$ cat config.mk
export PLATFORM = sky130hd
export DESIGN_NAME = gain_pwm_pair
export DESIGN_NICKNAME = d
export VERILOG_FILES = /design/src/rtl/gpwm_pkg.sv /design/src/rtl/gpwm_integrator.sv /design/src/rtl/gpwm_split.sv /design/src/rtl/gpwm_timebase.sv /design/src/rtl/gpwm_channel.sv /design/src/rtl/gain_pwm_pair.sv
export SDC_FILE = /design/constraint.sdc
export NUM_CORES = 1
export LEC_CHECK = 0
export BUFFER_PORTS_ARGS = -buffer_cell sky130_fd_sc_hd__buf_2
export CORE_ASPECT_RATIO = 0.6
export CORE_UTILIZATION = 43
export CTS_CLUSTER_DIAMETER = 40
export DETAILED_ROUTE_END_ITERATION = 12
export GPL_ROUTABILITY_DRIVEN = 0
export PLACE_DENSITY = 0.66
export SLEW_MARGIN = 0
export SYNTH_ARGS = -nofsm -noshare
export SYNTH_HDL_FRONTEND = slang
export SYNTH_SLANG_ARGS = --single-unit
export TNS_END_PERCENT = 20
$ cat constraint.sdc
create_clock -name clk -period 13.7 [get_ports clk]
set_input_delay 0 -clock clk [delete_from_list [all_inputs] [get_ports clk]]
set_output_delay 0 -clock clk [all_outputs]
set_load 0.05 [all_outputs]
$ cat src/rtl/gpwm_pkg.sv
package gpwm_pkg;
  localparam int NUM_CH   = 2;
  localparam int CH_TUNER = 0;
  localparam int CH_IF    = 1;
endpackage

$ cat src/rtl/gpwm_integrator.sv
module gpwm_integrator #(
  parameter int ERR_W        = 8,
  parameter int ACC_W        = 16,
  parameter int GAIN_W       = 9,
  parameter int REFRESH_SYMS = 1024
) (
  input  logic              clk,
  input  logic              rst_n,
  input  logic              fire,
  input  logic [ERR_W-1:0]  err,
  output logic [GAIN_W-1:0] gain_next,
  output logic              refresh
);
  localparam int CNT_W = $clog2(REFRESH_SYMS);
  localparam int SUM_W = ACC_W + 2;

  logic [ACC_W-1:0] acc_q, acc_next;
  logic [CNT_W-1:0] cnt_q;
  logic [SUM_W-1:0] sum;

  always_comb begin
    sum = {2'b00, acc_q} + {{(SUM_W-ERR_W){err[ERR_W-1]}}, err};
    if (!fire)             acc_next = acc_q;
    else if (sum[SUM_W-1]) acc_next = '0;
    else if (sum[ACC_W])   acc_next = '1;
    else                   acc_next = sum[ACC_W-1:0];
  end

  assign refresh   = fire && (cnt_q == CNT_W'(REFRESH_SYMS - 1));
  assign gain_next = acc_next[ACC_W-1 -: GAIN_W];

  always_ff @(posedge clk) begin
    if (!rst_n) begin
      acc_q <= '0;
      cnt_q <= '0;
    end else begin
      acc_q <= acc_next;
      if (refresh)   cnt_q <= '0;
      else if (fire) cnt_q <= cnt_q + 1'b1;
    end
  end

  AST_ACC_NO_WRAP_UP: assert property (@(posedge clk) disable iff (!rst_n)
    fire && !err[ERR_W-1] |=> acc_q >= $past(acc_q));
  AST_ACC_NO_WRAP_DN: assert property (@(posedge clk) disable iff (!rst_n)
    fire && err[ERR_W-1] |=> acc_q <= $past(acc_q));
  AST_ACC_IDLE: assert property (@(posedge clk) disable iff (!rst_n)
    !fire |=> $stable(acc_q));
endmodule

$ cat src/rtl/gpwm_split.sv
module gpwm_split #(
  parameter int GAIN_W = 9,
  parameter int DUTY_W = 8
) (
  input  logic              clk,
  input  logic              rst_n,
  input  logic              refresh,
  input  logic [GAIN_W-1:0] gain,
  input  logic [DUTY_W-1:0] thr,
  input  logic              fixed_en,
  input  logic [DUTY_W-1:0] fixed_duty,
  output logic [DUTY_W-1:0] tun_lat,
  output logic [DUTY_W-1:0] if_lat
);
  localparam logic [DUTY_W-1:0] DMAX   = '1;
  localparam logic [GAIN_W-1:0] DMAX_G = GAIN_W'(DMAX);

  logic [GAIN_W-1:0] thr_g, diff;
  logic [DUTY_W-1:0] tun_calc, if_calc;

  always_comb begin
    thr_g = GAIN_W'(thr);
    diff  = gain - thr_g;
    if (gain < thr_g) begin
      if_calc  = gain[DUTY_W-1:0];
      tun_calc = DMAX;
    end else begin
      if_calc  = thr;
      tun_calc = (diff >= DMAX_G) ? '0 : DUTY_W'(DMAX_G - diff);
    end
  end

  always_ff @(posedge clk) begin
    if (!rst_n) begin
      tun_lat <= DMAX;
      if_lat  <= '0;
    end else if (refresh) begin
      tun_lat <= tun_calc;
      if_lat  <= fixed_en ? fixed_duty : if_calc;
    end
  end

  AST_DUTY_HOLD: assert property (@(posedge clk) disable iff (!rst_n)
    !refresh |=> $stable(tun_lat) && $stable(if_lat));
  AST_TAKEOVER_PIN: assert property (@(posedge clk) disable iff (!rst_n)
    refresh && !fixed_en |=> (tun_lat == DMAX) || (if_lat == $past(thr)));
  AST_FIXED_IF: assert property (@(posedge clk) disable iff (!rst_n)
    refresh && fixed_en |=> if_lat == $past(fixed_duty));
endmodule

$ cat src/rtl/gpwm_timebase.sv
module gpwm_timebase #(
  parameter int SLOT_CLKS = 16,
  parameter int DUTY_W    = 8
) (
  input  logic              clk,
  input  logic              rst_n,
  output logic [DUTY_W-1:0] slot,
  output logic              frame_start
);
  localparam int PRE_W = $clog2(SLOT_CLKS);

  logic [PRE_W-1:0] pre_q;
  logic             slot_tick;

  assign slot_tick   = (pre_q == PRE_W'(SLOT_CLKS - 1));
  assign frame_start = slot_tick && (slot == {DUTY_W{1'b1}});

  always_ff @(posedge clk) begin
    if (!rst_n) begin
      pre_q <= '0;
      slot  <= '0;
    end else if (slot_tick) begin
      pre_q <= '0;
      slot  <= slot + 1'b1;
    end else begin
      pre_q <= pre_q + 1'b1;
    end
  end

  AST_SLOT_STEP: assert property (@(posedge clk) disable iff (!rst_n)
    !slot_tick |=> $stable(slot));
endmodule

$ cat src/rtl/gpwm_channel.sv
module gpwm_channel #(
  parameter int                 DUTY_W     = 8,
  parameter int                 SLOT_CLKS  = 16,
  parameter logic [DUTY_W-1:0]  RESET_DUTY = '0
) (
  input  logic              clk,
  input  logic              rst_n,
  input  logic [DUTY_W-1:0] slot,
  input  logic              frame_start,
  input  logic [DUTY_W-1:0] duty_lat,
  output logic              pwm,
  output logic              drv_low
);
  localparam int RUN_W = $clog2(SLOT_CLKS) + 1;

  logic [DUTY_W-1:0] duty_app;

  always_ff @(posedge clk) begin
    if (!rst_n)           duty_app <= RESET_DUTY;
    else if (frame_start) duty_app <= duty_lat;
  end

  assign pwm     = (slot < duty_app);
  assign drv_low = !pwm;

  logic             pwm_d;
  logic [RUN_W-1:0] run_q;

  always_ff @(posedge clk) begin
    if (!rst_n) begin
      pwm_d <= (RESET_DUTY != '0);
      run_q <= RUN_W'(SLOT_CLKS);
    end else begin
      pwm_d <= pwm;
      if (pwm != pwm_d)                  run_q <= '0;
      else if (run_q < RUN_W'(SLOT_CLKS)) run_q <= run_q + 1'b1;
    end
  end

  AST_EDGE_SPACING: assert property (@(posedge clk) disable iff (!rst_n)
    (pwm != pwm_d) |-> (run_q >= RUN_W'(SLOT_CLKS - 1)));
  AST_FRAME_ALIGNED: assert property (@(posedge clk) disable iff (!rst_n)
    !frame_start |=> $stable(duty_app));
endmodule

$ cat src/rtl/gain_pwm_pair.sv
module gain_pwm_pair #(
  parameter int ERR_W        = 8,
  parameter int ACC_W        = 16,
  parameter int DUTY_W       = 8,
  parameter int SLOT_CLKS    = 16,
  parameter int REFRESH_SYMS = 1024
) (
  input  logic              clk,
  input  logic              rst_n,
  input  logic              err_valid,
  output logic              err_ready,
  input  logic [ERR_W-1:0]  err_data,
  input  logic [DUTY_W-1:0] takeover_thr,
  input  logic              if_fixed_en,
  input  logic [DUTY_W-1:0] if_fixed_duty,
  output logic              tun_pwm,
  output logic              tun_drv_low,
  output logic              if_pwm,
  output logic              if_drv_low
);
  import gpwm_pkg::*;

  localparam int GAIN_W = DUTY_W + 1;

  logic              fire, refresh, frame_start;
  logic [GAIN_W-1:0] gain_next;
  logic [DUTY_W-1:0] slot;
  logic [DUTY_W-1:0] duty_lat [NUM_CH];
  logic              pwm_v    [NUM_CH];
  logic              low_v    [NUM_CH];

  assign err_ready = 1'b1;
  assign fire      = err_valid && err_ready;

  gpwm_integrator #(.ERR_W(ERR_W), .ACC_W(ACC_W), .GAIN_W(GAIN_W),
                    .REFRESH_SYMS(REFRESH_SYMS)) u_integ (
    .clk(clk), .rst_n(rst_n), .fire(fire), .err(err_data),
    .gain_next(gain_next), .refresh(refresh));

  gpwm_split #(.GAIN_W(GAIN_W), .DUTY_W(DUTY_W)) u_split (
    .clk(clk), .rst_n(rst_n), .refresh(refresh), .gain(gain_next),
    .thr(takeover_thr), .fixed_en(if_fixed_en), .fixed_duty(if_fixed_duty),
    .tun_lat(duty_lat[CH_TUNER]), .if_lat(duty_lat[CH_IF]));

  gpwm_timebase #(.SLOT_CLKS(SLOT_CLKS), .DUTY_W(DUTY_W)) u_tb (
    .clk(clk), .rst_n(rst_n), .slot(slot), .frame_start(frame_start));

  for (genvar ch = 0; ch < NUM_CH; ch++) begin : g_ch
    localparam logic [DUTY_W-1:0] RST_D = (ch == CH_TUNER) ? '1 : '0;
    gpwm_channel #(.DUTY_W(DUTY_W), .SLOT_CLKS(SLOT_CLKS),
                   .RESET_DUTY(RST_D)) u_chan (
      .clk(clk), .rst_n(rst_n), .slot(slot), .frame_start(frame_start),
      .duty_lat(duty_lat[ch]), .pwm(pwm_v[ch]), .drv_low(low_v[ch]));
  end

  assign tun_pwm     = pwm_v[CH_TUNER];
  assign tun_drv_low = low_v[CH_TUNER];
  assign if_pwm      = pwm_v[CH_IF];
  assign if_drv_low  = low_v[CH_IF];
endmodule

==> flow_summary.toml, run 1 <==
[route]
routedWlPerCell_um = 15.2
via_count = 4078
wl_met1_um = 6180
wl_met3_um = 718
drt_iter0_markers = 241
viasPerCell = 5.57
top_layer = "met4"
dr.pass1.iters = 5
wl_met2_um = 4150
wirelength_um = 11100
ant_nets = 0
drc = 0

[power_and_ir_drop]
total_power_w = 0.000577
cellLeakagePower_nw = 2.31
p_int_w = 0.000402
pwr-share-seq_pct = 37.0
p_per_area_nw_per_um2 = 109
switching_share_pct = 30.4
irDropWorstVdd_mv = 0.0566
pwr-share-comb_pct = 23.2
clkPwrFrac_pct = 39.8
power_switching_w = 0.000176

[yosys]
ys.warnings.count = 0
synth_edf_count = 0
synth-seq-cells = 70
synth_area_um2 = 4690
ys_types = 60
postSynthCellCount = 563
synth.area.top_cells = "dfxtp_1, ha_1, nand2_1"
synth_most_common_cell = "dfxtp_1"
synth_commonest_cells = "dfxtp_1, nand2_1, ha_1"
synth_top_cell_by_area = "dfxtp_1"
synth.avg_cell_area_um2 = 8.33
syn-num-nets = 635
synth.top_cell.area_share_pct = 29.9
ys.flop_type = "dfxtp_1"
async_flop_share_pct = 0
ys_seq_area_share_pct = 29.9

[clock_network]
clockBufferDepth = 2
post-cts-setup-buffers = 0
root_buffer = "clkbuf_16"
insertion_delay_ns = 0.34
cts_sinks = 70
htreeDepth = 3
cts.clk_slew.worst_paths_ns = 0.06
postCtsResizedCells = 0
numCtsBuffers = 9
cts_tree = "yes"

[floorplan]
die_h_um = 82.9
rows = 29
core-area_um2 = 10600
io_pins = 33
start_util_pct = 44.3
dieWidth_um = 137
die_area_um2 = 11300

[sta]
finalSetupViolations = 0
fin_tns_setup_ns = 0
clock_skew_ns = 0.0101
final_hold_viol_count = 0
max_freq_mhz = 168
drv_slew = 0
post-route-period-util_pct = 43.4
hold_ws_ns = 0.139
worstMarginPinSlew_ns = 0.784
relSlewSlack_pct = 47.7
rsz0062_at_grt = "false"
period_needed_ns = 5.94

[min_path]
hp-class = "primary input to flip-flop"

[layout]
antenna_cells = 0
fin_area_um2 = 5290
drive_above_1_share_pct = 10.5
multiInputGateArea_um2 = 3030
finalNetCount = 660
syn_to_final_growth_pct = 12.6
final-seq-area_um2 = 1400
final_cells = 732
fillerInstances = 995

[run]
maxCapViolCount = 0

[placement]
portBuffers = 31
place_inst = 708
placed_cell_area_um2 = 4910
hpwlAfterDp_um = 8320

[critical_path]
crit_fanout = 14
path_class = "flip-flop to flip-flop"
required_ns = 13.92
cp-start-kind = "flip-flop"
endpoint_kind = "flip-flop"
cp_data_arrival_time_ns = 6.16

[global_route]
globalRouteTotalUtil_pct = 20.7
grt_max_degree = 57
grt_pass1_vias = 3839
grt_pass1_wl_um = 18500
grt_antenna_before_repair = 0
overflow = 0

[status]
status = "finished, final reports clean"
flip-flops by register name, summed over array words and instances, names as in the netlist:
| signal | flops |
|---|---|
| u_integ.acc_q | 16 |
| u_split.tun_lat | 8 |
| u_integ.cnt_q | 10 |
| u_tb.pre_q | 4 |
| u_tb.slot | 8 |
| g_ch.u_chan.duty_app | 16 |
| u_split.if_lat | 8 |
layout make-up:
type / instances / area share, %
multi-input combinational: 428 / 57.3
inverter: 39 / 2.77
sequential: 70 / 26.5
clock buffer: 10 / 4.33
clock inverter: 6 / 1.18
tap: 139 / 3.29
timing repair buffer: 40 / 4.59
layout by cell type (no fill, tap or decap), drive strengths merged, types with 3 or more instances in the layout:
cell type	n
dfxtp	70
nand2	59
ha	42
inv	39
nor2	36
buf	32
o21ai	28
o211ai	26
a21oi	21
xnor2	20
a21boi	19
and2	18
a21o	15
xor2	12
a211oi	12
clkbuf	10
nand3	9
nand4	8
nand2b	8
and3	8
o211a	8
nand3b	8
dlygate4sd3	8
o221a	7
nor3	6
or3	5
a211o	5
a31oi	5
nor2b	5
or2	4
and4	4
o21a	3
clkinvlp	3
a221oi	3
power by group through the flow:
| stage | Combinational, W | Sequential, W | Clock (W) |
|---|---|---|---|
| final | 0.000134 | 0.000214 | 0.000230 |
| after global routing | 0.000148 | 0.000214 | 0.000243 |
| after CTS | 0.000132 | 0.000214 | 0.000233 |
| after detailed placement | 0.000129 | 0.000218 | 0 |
| after global placement | 0.000128 | 0.000218 | 0 |
| after floorplan | 0.0000995 | 0.000217 | 0 |
stage by stage:
step | setup slack [ns] | utilization (%)
after floorplan | 8.86 | -
after global placement | 8.19 | 46.4
after detailed placement | 7.90 | 46.4
after CTS | 7.88 | 49.9
after global routing | 7.35 | 49.9
final | 7.76 | 49.9
routing by layer:
metal | vias up | global-route usage, %
li1 | 2077 | -
met1 | 1892 | 31.7
met2 | 100 | 28.3
met3 | 9 | 5.74
met4 | 0 | 4.60
met5 | - | 0
final timing paths:
path | start | endpoint | slack [ns] | cells past startpoint
setup reg to reg | u_integ.acc_q[11]$_SDFF_PN0_ | u_split.if_lat[4]$_SDFFE_PN0P_ | 7.76 | 17
hold reg to reg | g_ch[1].u_chan.duty_app[1]$_SDFFE_PN0P_ | g_ch[1].u_chan.duty_app[1]$_SDFFE_PN0P_ | 0.46 | 2
hold / removal | if_fixed_duty[6] | u_split.if_lat[6]$_SDFFE_PN0P_ | 0.14 | 4
setup / recovery | u_integ.acc_q[11]$_SDFF_PN0_ | u_split.if_lat[4]$_SDFFE_PN0P_ | 7.76 | 17
critical path, stage by stage (launching register included):
cell      delay [ns]
dfxtp_1         0.32
ha_1            0.47
nand4_1         0.15
or2_0           0.24
or4_1           0.55
a31oi_1         0.29
or2_0           0.67
o211ai_1        0.17
o21ai_0         0.28
ha_1            0.34
nor2b_1         0.12
o21ai_0         0.27
o21ai_0         0.20
o22a_1          0.26
a221oi_1        0.64
nand2_1         0.17
or2_0           0.39
o221a_2         0.31
kinds of logic (layout without fill, tap and decap cells):
family,after synthesis,count (layout),share of synthesized area [%]
other,1,1,0.0799
muxes,1,1,0.213
AOI/OAI and AO/OA,164,164,26.1
and+or+nand+nor,186,186,20.2
adders and majority gates,44,44,12.1
DFF,70,70,29.9
buffers and inverters,65,95,5.57
xor gates and xnor gates,32,32,5.97
timing repair:
action,CTS,global route
endpoints found under the setup margin,0,0
hold buffers,8,0
endpoints found under the hold margin,8,0
No activity file was read; power rests on OpenSTA's default activity.
==> run 2: changes to the inputs <==
--- a/config.mk
+++ b/config.mk
@@ -11,7 +11,7 @@
 export CTS_CLUSTER_DIAMETER = 40
 export DETAILED_ROUTE_END_ITERATION = 12
 export GPL_ROUTABILITY_DRIVEN = 0
-export PLACE_DENSITY = 0.66
+export PLACE_DENSITY = 0.68
 export SLEW_MARGIN = 0
 export SYNTH_ARGS = -nofsm -noshare
 export SYNTH_HDL_FRONTEND = slang
==> constraint.sdc (replaced) <==
create_clock -name clk -period 5.1 [get_ports clk]
set_input_delay 0 -clock clk [delete_from_list [all_inputs] [get_ports clk]]
set_output_delay 0 -clock clk [all_outputs]
set_load 0.05 [all_outputs]
==> run 2 against run 1 <==
Net effect: sequential power increased to 2.7 times the previous value; worst hold slack improved by 0.00054 ns; first-iteration DRC count increased by 8.3%; clock skew decreased by 0.0041 ns; critical path type unchanged; highest routed layer unchanged.
==> flow_summary.toml, run 2 (synthesis results as in run 1) <==
[critical_path]
crit_fanout = 8
required_ns = 5.30
worstReg2RegStart = "u_integ.acc_q[4]$_SDFFE_PN0P_"
path_cells = "ha_1 -> o211ai_1 -> o21a_1 -> or4_1 -> and4_4 -> or2_4 -> o211ai_1 -> o21ai_1 -> inv_1 -> ha_1 -> inv_1 -> fa_2 -> a211oi_2 -> nor2_1 -> o31a_1 -> or3_4 -> nand4b_1 -> o2111ai_2 -> o311a_4 -> a211oi_1"
max_stage_delay_ns = 0.53
path_class = "flip-flop to flip-flop"
cp-start-kind = "flip-flop"
path_buf_inv = 2
ff2ff_path_depth = 20
critPathTopFamily = "simple AND/OR/NAND/NOR gates"
cp_data_arrival_time_ns = 5.10
slowest_stage = "or4_1"
rr_endpoint = "u_split.tun_lat[1]$_SDFFE_PN1P_"
endpoint_kind = "flip-flop"
r2r_setup_slack_ns = 0.20

[clock_network]
cts.clk_slew.worst_paths_ns = 0.06
clockBufferDepth = 2
htreeDepth = 3
insertion_delay_ns = 0.33
numCtsBuffers = 9
cts_sinks = 70
root_buffer = "clkbuf_16"
cts_tree = "yes"

[floorplan]
rows = 29
io_pins = 33
die_h_um = 82.9
die_area_um2 = 11300
dieWidth_um = 137
core-area_um2 = 10600
start_util_pct = 44.3

[route]
wirelength_um = 12000
via_count = 4289
viasPerCell = 5.75
dr.pass1.iters = 5
drt_iter0_markers = 261
drc = 0
routedWlPerCell_um = 16.1
ant_nets = 0

[placement]
place_inst = 721
portBuffers = 31
hpwlAfterDp_um = 8790
place_worst_setup_slack_ns = -0.126

[global_route]
grt_max_degree = 57
grt_pass1_vias = 3993
grt_antenna_before_repair = 0
overflow = 0
globalRouteTotalUtil_pct = 22.1
grt_pass1_wl_um = 19800

[sta]
max_freq_mhz = 204
relSlewSlack_pct = 47.6
clock_skew_ns = 0.00595
final_hold_viol_count = 0
worst_slack_ns = 0.197
period_needed_ns = 4.90
post-route-period-util_pct = 96.1
worstMarginPinSlew_ns = 0.786
drv_slew = 0
finalSetupViolations = 0

[layout]
multiInputGateArea_um2 = 3140
fillerInstances = 953
reg_top3 = "g_ch.u_chan.duty_app x16, u_integ.acc_q x16, u_integ.cnt_q x10"
finalNetCount = 675
syn_to_final_growth_pct = 18.8
antenna_cells = 0
layout_common_cells = "dfxtp_1, nand2_1, inv_1"
final_common_cell = "dfxtp_1"
final-seq-area_um2 = 1400
drive_above_1_share_pct = 15.2
final_cells = 746

[power_and_ir_drop]
cellLeakagePower_nw = 2.44
irDropWorstVdd_mv = 0.153
p_per_area_nw_per_um2 = 312

[min_path]
hp-class = "primary input to flip-flop"
hold-path-cell-count = 4
hold_path_end = "u_split.if_lat[6]$_SDFFE_PN0P_"
hold_start = "if_fixed_duty[6]"

[status]
status = "finished, final reports clean"

[run]
maxCapViolCount = 0
run 2: cell types whose count changed in the layout (fill, tap and decap cells not counted), moves of 3 or more:
cell        change
ha_4            +4
ha_1            -4
clkinvlp_4      -3
or2_0           -3
buf_4          +15
clkbuf_8        +3
run 2: layout make-up:
class,instances,share of cell area (%)
Clock buffer,12,4.78
Multi-Input combinational cell,428,56.3
Timing Repair Buffer,55,6.38
Inverter,39,2.63
Tap cell,139,3.12
Sequential cell,70,25.1
Clock inverter,3,1.62
run 2: through the flow:
step / power [W] / hold WS (ns) / TNS, ns / util [%] / cell area [um2]
after floorplan: 0.000849 / 0.173 / 0 / - / 4690
after global placement: 0.000945 / 0.316 / 0 / 47.3 / 5010
after detailed placement: 0.000954 / 0.305 / -0.579 / 47.3 / 5010
after CTS: 0.00171 / 0.124 / 0 / 51.6 / 5470
after global routing: 0.00182 / 0.156 / -0.0185 / 52.6 / 5570
final: 0.00174 / 0.140 / 0 / 52.6 / 5570
run 2: worst reg2reg max path, cell delays in order (launching register included):
cell and delay (ns):
dfxtp_1 0.31, ha_1 0.35, o211ai_1 0.14, o21a_1 0.26, or4_1 0.53, and4_4 0.22
or2_4 0.28, o211ai_1 0.09, o21ai_1 0.11, inv_1 0.09, ha_1 0.17, inv_1 0.06
fa_2 0.39, a211oi_2 0.21, nor2_1 0.11, o31a_1 0.26, or3_4 0.40, nand4b_1 0.23
o2111ai_2 0.24, o311a_4 0.26, a211oi_1 0.07
run 2: what timing repair did:
action	CTS	global route
buffers inserted	2	0
hold endpoints to repair	8	0
endpoints found under the setup margin	5	14
gates resized for setup	3	20
hold buffers	8	0
pin swaps	1	2
run 2: where the power goes:
part / switching [W] / internal, W / leakage, nW
Sequential: 0.0000131 / 0.000562 / 0.568
Clock: 0.000232 / 0.000515 / 0.175
Combinational: 0.000240 / 0.000176 / 1.69
Total: 0.000485 / 0.00125 / 2.44
run 2: per-layer routing:
| metal | global-route usage [%] | up-vias | wire length (um) |
|---|---|---|---|
| met5 | 0 | - | 0 |
| met4 | 5.29 | 0 | 137 |
| met3 | 5.37 | 21 | 868 |
| met2 | 30.5 | 144 | 4820 |
| met1 | 33.8 | 2026 | 6190 |
| li1 | - | 2098 | - |
run 2: how the worst max path moves through the flow:
stage,depth (start not counted),from,endpoint,slack (ns)
after floorplan,21,u_integ.acc_q[12]$_SDFF_PN0_,u_split.if_lat[0]$_SDFFE_PN0P_,0.26
after global placement,20,u_integ.acc_q[13]$_SDFF_PN0_,u_split.tun_lat[2]$_SDFFE_PN1P_,0.01
after detailed placement,20,u_integ.acc_q[13]$_SDFF_PN0_,u_split.tun_lat[1]$_SDFFE_PN1P_,-0.13
after CTS,20,u_integ.acc_q[14]$_SDFF_PN0_,u_split.tun_lat[1]$_SDFFE_PN1P_,0.03
after global routing,20,u_integ.acc_q[4]$_SDFFE_PN0P_,u_split.tun_lat[3]$_SDFFE_PN1P_,-0.01
final,20,u_integ.acc_q[4]$_SDFFE_PN0P_,u_split.tun_lat[1]$_SDFFE_PN1P_,0.20
==> run 3: changes to the inputs <==
--- a/config.mk
+++ b/config.mk
@@ -5,6 +5,7 @@
 export SDC_FILE = /design/constraint.sdc
 export NUM_CORES = 1
 export LEC_CHECK = 0
+export ABC_AREA = 1
 export BUFFER_PORTS_ARGS = -buffer_cell sky130_fd_sc_hd__buf_2
 export CORE_ASPECT_RATIO = 0.6
 export CORE_UTILIZATION = 43
==> run 3 against run 2 <==
Net effect: the run now ends with DRC left; non-clock buffer count down 16; via count up 5.1%; sequential share of layout area grew 0.66 points; utilization down 1.9 points; combinational power down 7.7%; area after synthesis up 2.1%; largest cell class unchanged; largest power group unchanged.
==> flow_summary.toml, run 3 <==
[critical_path]
worstReg2RegStart = "u_integ.acc_q[0]$_SDFFE_PN0P_"
required_ns = 5.36
path_common_cell = "nand2_1"
r2r_setup_slack_ns = 0.89
cp-start-kind = "flip-flop"
crit_fanout = 10
critPathTopFamily = "simple AND/OR/NAND/NOR gates"
slowest_stage = "fa_1"
path_class = "flip-flop to flip-flop"
max_stage_delay_ns = 0.41
cp_data_arrival_time_ns = 4.47
path_buf_inv = 2
rr_endpoint = "u_split.tun_lat[2]$_SDFFE_PN1P_"
endpoint_kind = "flip-flop"
ff2ff_path_depth = 26

[yosys]
synth_most_common_cell = "nand2_1"
synth.area.top_cells = "dfxtp_1, nand2_1, ha_1"
synth_area_um2 = 4790
syn-num-nets = 776
synth.top_cell.area_share_pct = 29.3
postSynthCellCount = 704
ys_seq_area_share_pct = 29.3
ys_types = 43
async_flop_share_pct = 0
synth-seq-cells = 70
ys.warnings.count = 0
synth_top_cell_by_area = "dfxtp_1"
synth.avg_cell_area_um2 = 6.80
synth_commonest_cells = "nand2_1, inv_1, dfxtp_1"
ys.flop_type = "dfxtp_1"
synth_edf_count = 0

[clock_network]
cts_sinks = 70
cts_tree = "yes"
clockBufferDepth = 2
ctsHoldBuffers = 8
post-cts-setup-buffers = 0
insertion_delay_ns = 0.33
cts.clk_slew.worst_paths_ns = 0.05
root_buffer = "clkbuf_16"
htreeDepth = 3
postCtsResizedCells = 0
numCtsBuffers = 9

[sta]
drv_slew = 0
post-route-period-util_pct = 82.5
relSlewSlack_pct = 48.7
fin_tns_setup_ns = 0
clock_skew_ns = 0.00666
max_freq_mhz = 238
period_needed_ns = 4.21
rsz0062_at_grt = "false"
final_hold_viol_count = 0
worstMarginPinSlew_ns = 0.765
finalSetupViolations = 0

[power_and_ir_drop]
p_per_area_nw_per_um2 = 290
clkPwrFrac_pct = 39.4
pwr-share-seq_pct = 36.3
cellLeakagePower_nw = 2.82
switching_share_pct = 30.7
pwr-share-comb_pct = 24.3
p_int_w = 0.00109
irDropWorstVdd_mv = 0.142
power_switching_w = 0.000483

[layout]
final_common_cell = "nand2_1"
final_cells = 886
finalNetCount = 814
antenna_cells = 0
reg_top3 = "g_ch.u_chan.duty_app x16, u_integ.acc_q x16, u_integ.cnt_q x10"
syn_to_final_growth_pct = 13.4
drive_above_1_share_pct = 11.4
layout_common_cells = "nand2_1, inv_1, dfxtp_1"

[placement]
hpwlAfterDp_um = 9140
portBuffers = 31
place_inst = 862

[floorplan]
start_util_pct = 44.7
core-area_um2 = 10700
rows = 29
die_area_um2 = 11600
dieWidth_um = 138
io_pins = 33
die_h_um = 83.7

[global_route]
grt_pass1_wl_um = 19600
grt_pass1_vias = 4187
grt_antenna_before_repair = 0
globalRouteTotalUtil_pct = 21.2
grt_max_degree = 31
overflow = 0

[route]
ant_nets = 0
wirelength_um = 11500
drc = 4
viasPerCell = 5.09
drt_iter0_markers = 287
via_count = 4508
dr.pass1.iters = 9
routedWlPerCell_um = 13.0

[min_path]
hold-path-cell-count = 5
hp-class = "primary input to flip-flop"
hold_path_end = "u_split.if_lat[0]$_SDFFE_PN0P_"
hold_start = "takeover_thr[0]"

[status]
violations = "DRC"
status = "complete, but fails checks"

[run]
maxCapViolCount = 0
==> run 3: changes by cell type after synthesis, moves of 15 or more <==
cell	before	now
a21boi_0	19	2
a21oi_1	20	62
and2_1	18	0
inv_1	39	111
nand2_1	58	170
nand3_1	9	42
nor2_1	36	60
o211ai_1	25	10
xnor2_1	20	3
==> run 3: power by group through the flow <==
stage	logic, W	clock network, W	registers, W
finish	0.000383	0.000620	0.000570
CTS	0.000377	0.000630	0.000570
detailed placement	0.000370	0	0.000582
global route	0.000434	0.000658	0.000572
global placement	0.000363	0	0.000582
floorplan	0.000286	0	0.000580
==> run 3: worst reg2reg max path, stage by stage (launching register included) <==
cell and delay, ns:
dfxtp_1 0.31, ha_1 0.23, fa_1 0.41, nand3_1 0.10, nand2_1 0.10, nand2_1 0.09, nand2_2 0.09, nand2_1 0.09
nand3_1 0.12, nand2_4 0.17, inv_2 0.08, nor2_1 0.09, nor2_1 0.06, nor2_1 0.19, ha_1 0.19, inv_1 0.06
fa_1 0.39, nand3_1 0.08, nand3_1 0.14, nand2_1 0.09, nand2_1 0.05, a21oi_1 0.15, xor2_1 0.22, nor2_1 0.07
nand3b_1 0.25, nand4_1 0.16, a21oi_1 0.15
==> run 3: how the worst max path moves through the flow <==
stage | from | endpoint | slack, ns | cells after the start
detailed placement | u_integ.acc_q[0]$_SDFFE_PN0P_ | u_split.tun_lat[0]$_SDFFE_PN1P_ | 0.97 | 26
global placement | u_integ.acc_q[0]$_SDFFE_PN0P_ | u_split.tun_lat[6]$_SDFFE_PN1P_ | 1.17 | 26
finish | u_integ.acc_q[0]$_SDFFE_PN0P_ | u_split.tun_lat[2]$_SDFFE_PN1P_ | 0.89 | 26
CTS | u_integ.acc_q[0]$_SDFFE_PN0P_ | u_split.tun_lat[2]$_SDFFE_PN1P_ | 0.94 | 26
floorplan | u_integ.acc_q[0]$_SDFFE_PN0P_ | u_split.tun_lat[0]$_SDFFE_PN1P_ | 1.51 | 26
global route | u_integ.acc_q[0]$_SDFFE_PN0P_ | u_split.tun_lat[0]$_SDFFE_PN1P_ | 0.37 | 26
==> run 3: metal layers <==
metal  share of wire [%]  GRT usage [%]  routed length (um)  vias to the layer above
li1                    -              -                   -                     2342
met1                  54           30.8                6180                     2045
met2                  40           31.8                4620                      113
met3                 5.5           3.84                 630                        8
met4                0.78           5.82                  90                        0
met5                   0              0                   0                        -
==> run 3: stage by stage <==
stage | worst slack (ns) | area (um2) | power (W) | utilization (%) | hold WS [ns]
5_1_grt | 0.371 | 5430 | 0.00166 | 50.7 | 0.0835
3_5_place_dp | 0.965 | 5060 | 0.000952 | 47.2 | 0.304
6_report | 0.891 | 5430 | 0.00157 | 50.7 | 0.0568
2_1_floorplan | 1.51 | 4790 | 0.000865 | - | 0.190
4_1_cts | 0.944 | 5430 | 0.00158 | 50.7 | 0.0493
3_3_place_gp | 1.17 | 5060 | 0.000945 | 47.2 | 0.292
==> run 3: kinds of logic (layout without fill, tap and decap cells) <==
kind of cell	count (synthesis)	in the layout	share of synthesized area, %
AND/OR/NAND/NOR	330	330	32.0
AO/OA/AOI/OAI	113	113	13.3
adder cells (fa/ha/maj)	44	44	11.8
other	1	1	0.0783
flip-flops	70	70	29.3
XOR/XNOR	16	16	2.93
buffers and inverters	130	173	10.6
==> run 3: cell type report <==
type	count	area [um2]
inverter	118	445
sequential	70	1400
clock inverter	3	43.8
tap	139	174
fill	1060	5270
multi-input combinational	504	2880
clock buffer	13	250
timing repair buffer	39	235
